<file path="src/rtl/mp_pkg.sv">
package mp_pkg;
  localparam int WORD_W  = 32;
  localparam int FETCH_N = 6;
  localparam int FETCH_W = 8 * FETCH_N;

  localparam logic [3:0] OP_HALT  = 4'h0;
  localparam logic [3:0] OP_NOP   = 4'h1;
  localparam logic [3:0] OP_RRMOV = 4'h2;
  localparam logic [3:0] OP_IRMOV = 4'h3;

  localparam logic [3:0] RID_NONE = 4'hF;

  localparam logic [2:0] ST_OK  = 3'd1;
  localparam logic [2:0] ST_HLT = 3'd2;
  localparam logic [2:0] ST_INS = 3'd4;

  typedef struct packed {
    logic [3:0]        op;
    logic [WORD_W-1:0] imm;
    logic [WORD_W-1:0] srcval;
    logic [3:0]        dst;
    logic [2:0]        st;
  } wb_slot_t;

  function automatic wb_slot_t slot_bubble();
    wb_slot_t b;
    b.op     = OP_NOP;
    b.imm    = '0;
    b.srcval = '0;
    b.dst    = RID_NONE;
    b.st     = ST_OK;
    return b;
  endfunction

  function automatic logic [2:0] op_length(input logic [3:0] op, input logic ok);
    if (!ok) return 3'd1;
    case (op)
      OP_RRMOV: return 3'd2;
      OP_IRMOV: return 3'd6;
      default:  return 3'd1;
    endcase
  endfunction

  function automatic logic [WORD_W-1:0] slot_result(input wb_slot_t s);
    return (s.op == OP_IRMOV) ? s.imm : s.srcval;
  endfunction
endpackage

</file>
<file path="src/rtl/mp_decode.sv">
module mp_decode
  import mp_pkg::*;
(
  input  logic [FETCH_W-1:0] bytes,
  output logic [3:0]         op,
  output logic [3:0]         src_id,
  output logic [3:0]         dst_id,
  output logic [WORD_W-1:0]  imm,
  output logic [2:0]         len,
  output logic [2:0]         st
);
  logic [7:0] b0;
  logic [7:0] b1;
  logic       known;
  logic       writes;

  assign b0     = bytes[7:0];
  assign b1     = bytes[15:8];
  assign imm    = bytes[FETCH_W-1:16];
  assign known  = (b0[3:0] == 4'h0) && (b0[7:4] <= OP_IRMOV);
  assign writes = known && ((b0[7:4] == OP_RRMOV) || (b0[7:4] == OP_IRMOV));

  always_comb begin
    op     = known ? b0[7:4] : OP_NOP;
    src_id = (known && b0[7:4] == OP_RRMOV) ? b1[7:4] : RID_NONE;
    dst_id = writes ? b1[3:0] : RID_NONE;
    len    = op_length(b0[7:4], known);
    if (!known)                st = ST_INS;
    else if (b0[7:4] == OP_HALT) st = ST_HLT;
    else                       st = ST_OK;
  end
endmodule

</file>
<file path="src/rtl/mp_regfile.sv">
module mp_regfile
  import mp_pkg::*;
#(
  parameter int NREGS = 8,
  localparam int IDX_W = $clog2(NREGS)
) (
  input  logic              clk,
  input  logic              rst,
  input  logic [3:0]        rd_id,
  output logic [WORD_W-1:0] rd_data,
  input  logic [IDX_W-1:0]  probe_idx,
  output logic [WORD_W-1:0] probe_data,
  input  logic              we,
  input  logic [IDX_W-1:0]  wr_idx,
  input  logic [WORD_W-1:0] wr_data
);
  logic [WORD_W-1:0] regs [NREGS];

  always_ff @(posedge clk) begin
    if (rst) begin
      for (int i = 0; i < NREGS; i++) regs[i] <= '0;
    end else if (we) begin
      regs[wr_idx] <= wr_data;
    end
  end

  assign rd_data    = (int'(rd_id) < NREGS) ? regs[rd_id[IDX_W-1:0]] : '0;
  assign probe_data = regs[probe_idx];
endmodule

</file>
<file path="src/rtl/mp_hazard.sv">
module mp_hazard
  import mp_pkg::*;
#(
  parameter bit HAZARD_FWD = 1'b0
) (
  input  logic [3:0]        pend_dst,
  input  logic [WORD_W-1:0] pend_val,
  input  logic [3:0]        src_id,
  input  logic [WORD_W-1:0] rf_val,
  output logic              stall_evt,
  output logic              fwd_evt,
  output logic [WORD_W-1:0] src_val
);
  logic clash;
  assign clash = (pend_dst != RID_NONE) && (pend_dst == src_id);

  generate
    if (HAZARD_FWD) begin : g_bypass
      assign stall_evt = 1'b0;
      assign fwd_evt   = clash;
    end else begin : g_interlock
      assign stall_evt = clash;
      assign fwd_evt   = 1'b0;
    end
  endgenerate

  assign src_val = fwd_evt ? pend_val : rf_val;
endmodule

</file>
<file path="src/rtl/mini_pipe_core.sv">
module mini_pipe_core
  import mp_pkg::*;
#(
  parameter int PC_W       = 16,
  parameter int NREGS      = 8,
  parameter bit HAZARD_FWD = 1'b0
) (
  input  logic                     clk,
  input  logic                     rst,
  output logic [PC_W-1:0]          imem_addr,
  input  logic [FETCH_W-1:0]       imem_bytes,
  input  logic [$clog2(NREGS)-1:0] probe_idx,
  output logic [WORD_W-1:0]        probe_data,
  output logic                     wb_en,
  output logic [$clog2(NREGS)-1:0] wb_reg,
  output logic [WORD_W-1:0]        wb_data,
  output logic [PC_W-1:0]          pc,
  output logic [2:0]               stat,
  output logic                     halted
);
  localparam int IDX_W = $clog2(NREGS);

  wb_slot_t          slot_q, slot_d;
  logic [3:0]        fd_op, fd_src, fd_dst;
  logic [WORD_W-1:0] fd_imm, rf_val, src_val;
  logic [2:0]        fd_len, fd_st;
  logic              stall_evt, fwd_evt;

  mp_decode u_dec (
    .bytes (imem_bytes),
    .op    (fd_op),
    .src_id(fd_src),
    .dst_id(fd_dst),
    .imm   (fd_imm),
    .len   (fd_len),
    .st    (fd_st)
  );

  mp_regfile #(.NREGS(NREGS)) u_rf (
    .clk       (clk),
    .rst       (rst),
    .rd_id     (fd_src),
    .rd_data   (rf_val),
    .probe_idx (probe_idx),
    .probe_data(probe_data),
    .we        (wb_en),
    .wr_idx    (wb_reg),
    .wr_data   (wb_data)
  );

  mp_hazard #(.HAZARD_FWD(HAZARD_FWD)) u_haz (
    .pend_dst (slot_q.dst),
    .pend_val (wb_data),
    .src_id   (fd_src),
    .rf_val   (rf_val),
    .stall_evt(stall_evt),
    .fwd_evt  (fwd_evt),
    .src_val  (src_val)
  );

  always_comb begin
    slot_d.op     = fd_op;
    slot_d.imm    = fd_imm;
    slot_d.srcval = src_val;
    slot_d.dst    = fd_dst;
    slot_d.st     = fd_st;
  end

  assign halted    = (slot_q.st != ST_OK);
  assign stat      = slot_q.st;
  assign imem_addr = pc;
  assign wb_en     = (slot_q.dst != RID_NONE) && (int'(slot_q.dst) < NREGS);
  assign wb_reg    = slot_q.dst[IDX_W-1:0];
  assign wb_data   = slot_result(slot_q);

  always_ff @(posedge clk) begin
    if (rst) begin
      pc     <= '0;
      slot_q <= slot_bubble();
    end else if (!halted) begin
      if (stall_evt) begin
        slot_q <= slot_bubble();
      end else begin
        slot_q <= slot_d;
        pc     <= pc + PC_W'(fd_len);
      end
    end
  end
endmodule

</file>
<file path="config.mk">
export PLATFORM = sky130hd
export DESIGN_NAME = mini_pipe_core
export DESIGN_NICKNAME = d
export VERILOG_FILES = /design/src/rtl/mp_pkg.sv /design/src/rtl/mp_decode.sv /design/src/rtl/mp_regfile.sv /design/src/rtl/mp_hazard.sv /design/src/rtl/mini_pipe_core.sv
export SDC_FILE = /design/constraint.sdc
export NUM_CORES = 1
export LEC_CHECK = 0
export ABC_AREA = 1
export BUFFER_PORTS_ARGS = -buffer_cell sky130_fd_sc_hd__buf_2
export CAP_MARGIN = 20
export CORE_AREA = 2 2 213 215
export CTS_BUF_LIST = sky130_fd_sc_hd__clkbuf_4 sky130_fd_sc_hd__clkbuf_8
export DETAILED_ROUTE_END_ITERATION = 8
export DIE_AREA = 0 0 215 217
export GPL_ROUTABILITY_DRIVEN = 0
export GPL_TIMING_DRIVEN = 0
export PLACE_DENSITY_LB_ADDON = 0.12
export SETUP_SLACK_MARGIN = 0.4
export SLEW_MARGIN = 20
export SYNTH_ARGS = -nofsm -noshare
export SYNTH_HDL_FRONTEND = slang
export SYNTH_HIERARCHICAL = 1
export SYNTH_SLANG_ARGS = --single-unit
</file>
<file path="constraint.sdc">
create_clock -name clk -period 3.1 [get_ports clk]
set_input_delay 0.62 -clock clk [delete_from_list [all_inputs] [get_ports clk]]
set_output_delay 0.62 -clock clk [all_outputs]
set_load 0.02 [all_outputs]
</file>
=== Word-level counts from Yosys, hierarchy flattened ===
Memories as Yosys holds them, arrays and structs flattened.
Index checks and enable logic that the tools add are counted.

* Add/subtract/negate cells: 1
* Magnitude comparators: 3
* Equality and inequality tests: 6
* Mux-type cells: 18
* Bitwise gates (word level): 2
* Reduce and logical (&&, ||, !) cells: 10

{| class="wikitable"
|+ Operator list
! operator !! number
|-
| $mux W32 || 3
|-
| $mux W75 || 1
|-
| $reduce_or A32 Y1 || 1
|-
| $add A16 B3 Y16 || 1
|-
| $eq A4 B2 Y1 const B || 3
|-
| $mux W4 || 3
|-
| $mux W3 || 3
|-
| $logic_not A4 Y1 || 2
|-
| $lt A4 B4 Y1 const B || 2
|-
| $mux W1 || 6
|-
| $pmux W3 S2 || 1
|-
| $logic_and A1 B1 Y1 || 5
|-
| $eq A4 B4 Y1 || 1
|-
| $le A4 B2 Y1 const B || 1
|-
| $ne A4 B4 Y1 const B || 1
|-
| $ne A3 B1 Y1 const B || 1
|-
| $mux W2 || 1
|-
| $not A1 Y1 || 2
|-
| $reduce_and A2 Y1 || 1
|-
| $logic_or A1 B1 Y1 || 1
|}

* Register bits after elaboration: 91
* RAM bits: 256
* Bits of input ports: 53
* Output and inout port bits: 104
* Logic and storage cells: 47
* Memories: 1

{| class="wikitable"
|+ Memories
! memory !! depth !! bits a word !! read ports !! clocked after Yosys merged registers in !! wr ports !! RTL line !! source
|-
| u_rf.regs || 8 || 32 || 2 || 0 || 8 || mp_regfile.sv:17 || <nowiki>logic [WORD_W-1:0] regs [NREGS];</nowiki>
|}

=== Longest topological paths before layout ===
* Depth after elaboration: 8
* Depth in mapped cells: 18
* Gate-level depth less buffers: 18

=== Modules after synthesis ===
Netlist, hierarchy kept.

{| class="wikitable"
|+ Modules (own cells, without submodules)
! module !! instances !! cells each !! area each (um^2) !! seq. area each (um^2)
|-
| mp_regfile || 1 || 1917 || 14940.6 || 7687.4
|-
| mini_pipe_core || 1 || 515 || 4085.2 || 1821.7
|-
| mp_decode || 1 || 65 || 421.7 || 0.0
|-
| mp_hazard || 1 || 56 || 336.6 || 0.0
|}

=== Least setup slack after synthesis ===
OpenSTA, ideal clock, no wires.

* Path kind: input-to-reg
* Start point: input port imem_bytes[7]
* End point: register slot_q[47] in the netlist's numbering
* Setup time: 143 ps
* Data arrival time: 2305 ps
* Data required time: 2957 ps
* Setup slack: 652 ps
* Stages on the path: 16
* Path buffers: 2
* Cells stage by stage: nor2_2 inv_1 nor2_4 nand3b_1 nand2_1 nand2_1 nor2_1 nand2_1 nor2_1 inv_2 nand3_4 inv_2 buf_6 buf_8 nand2_1 a21oi_2

* Word-level cells in the longest chain between the ends: 7
* Elaborated cells between the ends (all ways): 8
* Those cells by class: order compare: 1; eq/ne: 2; mux: 2; reduce/logical: 3

{| class="wikitable"
|+ Ends and longest elaborated chain
! item !! RTL line !! source
|-
| start: declaration || mini_pipe_core.sv:11 || <nowiki>input logic [FETCH_W-1:0] imem_bytes,</nowiki>
|-
| $le A4 B2 Y1 || mp_decode.sv:20 || <nowiki>assign known = (b0[3:0] == 4'h0) && (b0[7:4] <= OP_IRMOV);</nowiki>
|-
| $logic_and A1 B1 Y1 || mp_decode.sv:20 ||
|-
| $logic_and A1 B1 Y1 * || mp_decode.sv:25 || <nowiki>src_id = (known && b0[7:4] == OP_RRMOV) ? b1[7:4] : RID_NONE;</nowiki>
|-
| $mux W4 * || mp_decode.sv:25 ||
|-
| net fd_src[0] || mini_pipe_core.sv:24 || <nowiki>logic [3:0] fd_op, fd_src, fd_dst;</nowiki>
|-
| $eq A4 B4 Y1 * || mp_hazard.sv:15 || <nowiki>assign clash = (pend_dst != RID_NONE) && (pend_dst == src_id);</nowiki>
|-
| $logic_and A1 B1 Y1 * || mp_hazard.sv:15 ||
|-
| net stall_evt || mini_pipe_core.sv:27 || <nowiki>logic stall_evt, fwd_evt;</nowiki>
|-
| $mux W75 * || mini_pipe_core.sv:81 || <nowiki>if (stall_evt) begin</nowiki>
|-
| end signal: assignment || mini_pipe_core.sv:79 || <nowiki>slot_q <= slot_bubble();</nowiki>
|-
| end signal: assignment || mini_pipe_core.sv:82 || <nowiki>slot_q <= slot_bubble();</nowiki>
|-
| end signal: assignment || mini_pipe_core.sv:84 || <nowiki>slot_q <= slot_d;</nowiki>
|-
| end: declaration || mini_pipe_core.sv:23 || <nowiki>wb_slot_t slot_q, slot_d;</nowiki>
|}

Mark *: on every way through the listed nets, which the timed path passes. The rest lies on a longest branch.
A chain may end at the register's enable or synchronous reset.

=== Final worst setup path ===
* Start point: register slot_q[73] in the netlist's numbering
* End point: output port wb_data[2]

* Word-level cells in the longest chain between the ends: 2

{| class="wikitable"
|+ Ends and longest elaborated chain
! item !! RTL line !! source
|-
| $eq A4 B2 Y1 || mp_pkg.sv:45 || <nowiki>return (s.op == OP_IRMOV) ? s.imm : s.srcval;</nowiki>
|-
| $mux W32 || mp_pkg.sv:45 ||
|-
| end: declaration || mini_pipe_core.sv:16 || <nowiki>output logic [WORD_W-1:0] wb_data,</nowiki>
|}

No other way between the ends.

==> metrics <==
internal power 8.55 mW; final worst path period need 2.71 ns; CTS tree yes; largest register by flop count u_rf/regs; Logic pwr share 22.9%; max reg flops 256; # fillers 4461; Slew HR between 40 and 50%; DRT antenna net count 0; H-tree depth 2; I/O Buffers 121; Worst setup EP type output pin; TritonCTS Buffers 58; Setup-failing EPs final 0; Syn Area/Cell 7.75 sq um; sw power around 4.1 mW; crit path DAT 2.09 ns; Reg2Reg Setup Slack 0.79 ns; worst hold path type in2reg; Sequential Power Share 44.2%; Post-Route WL 63.3 mm; Ant. Diodes 0; outcome finished clean; # Max-Cap Violations 0; Clock Power Share 32.9%; number of DRC markers in iteration 0 1732; RSZ-0062 raised after global routing true; Cell Area, Synth 19800 sq um; WP data required 2.48 ns; DR DRC count 0; Crit path max-delay family buffers and inverters; P&R area growth vs syn 14.7%; Clk pin slew, worst setup/hold paths approximately 0.06 ns; Critical Path Fanout Max 6; PnR worst setup slack between 0.3 and 0.4 ns; total power 12.7 mW; antenna violations before repair 0; starting density of the core 44.2%; Register Area ~9500 sq um; crit start category flip-flop; clock buffer depth 3; Place WS -0.160 ns; crit path kind reg2out; vias per cell 5.08; Rows 78; WP buf/inv 3; Clock Skew 0.0228 ns; die height 217 um; worst skew pair latency 0.66 ns; number of global-route vias before repair 16700; Leak 10.3 nW; Clock Sinks 347; Net Sw Frac 32.6%; Initial DRT Pass Iterations 5; DIE AREA 46700 sq um; Mapped Cells 2551; area of the multi-input gates around 7500 sq um; Worst path max stage delay 0.33 ns; Nets around 2800; WL/cell 18.7 um; Cell Pwr Density 559 nW/um^2; fraction of layout cells with a size suffix above 1 18.5%; Max stage delay cell, worst path dfxtp_2; Worst VDD drop between 500 and 600 uV; via count 17300; pin count of the biggest net entering global routing 33; dpl hpwl ~47 mm; critical path, cell by cell nor2_4 > nand3_4 > buf_4 > buf_8 > mux2_2 > buf_2; I/O pins about 160; Die Wd 215 um; global-route wire length before repair just under 100 mm; GRT Residual Overflow 0; clk root buf clkbuf_8; WHS about 0.21 ns; GRT Resource Usage Total 27.0%; Final Cycle Share 87.3%; Synthesis Warnings 6; Placed Cells 3279; Least-Margin Pin Slew 0.761 ns; highest clock rate 369 MHz; Final Hold Fails 0; Max Slew Vio Count 0; core area 44700 sq um; final std cells w/o fill 3393
## placed cells by master, fill, tap and decap left out, types with 8 or more instances in the layout
master    instances
a21oi_1          99
a21oi_2          11
buf_1             8
buf_2           169
buf_4           125
buf_6            28
clkbuf_1         29
clkbuf_4         16
clkbuf_8         63
clkinv_1         10
clkinv_2         10
dfxtp_1          90
edfxtp_1        256
inv_1           327
mux2_2           26
nand2_1         763
nand2_2          13
nand3_1         171
nor2_1          359
o211ai_1        101
o21ai_0          41
## what timing repair did
| item | 4_1_cts | 5_1_grt |
|---|---|---|
| gates resized for setup | 25 | 17 |
| hold buffers | 0 | 0 |
| pin swaps | 2 | 0 |
| setup buffers | 5 | 3 |
| gates cloned | 2 | 0 |
| endpoints found under the setup margin | 38 | 50 |
## worst paths after layout
path / startpoint / endpoint / depth (start not counted)
worst max-delay path: slot_q[73] / wb_data[2] / 6
worst min-delay path: imem_bytes[44] / slot_q[67] / 3
worst max register to register: wb_reg[1] / u_rf/regs[3][9] / 6
worst min register to register: slot_q[32] / slot_q[32] / 2
## layer usage
layer	routed length, um	up-vias	global-route usage (%)
li1	-	8393	-
met2	28200	775	42.8
met3	5450	116	4.19
met5	0	-	0
met4	1640	0	8.76
met1	28000	7969	38.0
## stage by stage
step / TNS, ns / util, % / area, sq um
floorplan: 0 / - / 19800
global placement: -47.10 / 47.3 / 21100
detailed placement: -2.31 / 47.6 / 21300
CTS: 0 / 50.6 / 22600
global route: 0 / 50.8 / 22700
finish: 0 / 50.8 / 22700
## power by group through the flow
stage / combinational (mW) / sequential (mW) / clock (mW)
after global routing: 3.19 / 5.66 / 4.44
after CTS: 2.92 / 5.61 / 4.25
after detailed placement: 2.90 / 5.69 / 0
after floorplan: 2.00 / 5.65 / 0
after global placement: 2.83 / 5.69 / 0
final: 2.90 / 5.61 / 4.18
## layout make-up
class / instances / area share (%)
repair buffers: 137 / 3.98
plain buffers: 240 / 7.24
inverters: 334 / 5.54
well taps: 600 / 3.31
flip-flops and latches: 347 / 41.9
clock inverters: 25 / 0.756
multi-input cells: 1631 / 32.9
clock buffers: 79 / 4.35
## worst register-to-register path, stage by stage (launching register included)
cell and delay (ns):
dfxtp_1 0.53, inv_1 0.07, nor2_1 0.25, nand2_2 0.23
buf_6 0.22, nand2_2 0.46, buf_16 0.24
(Power assumes the default switching activity.)
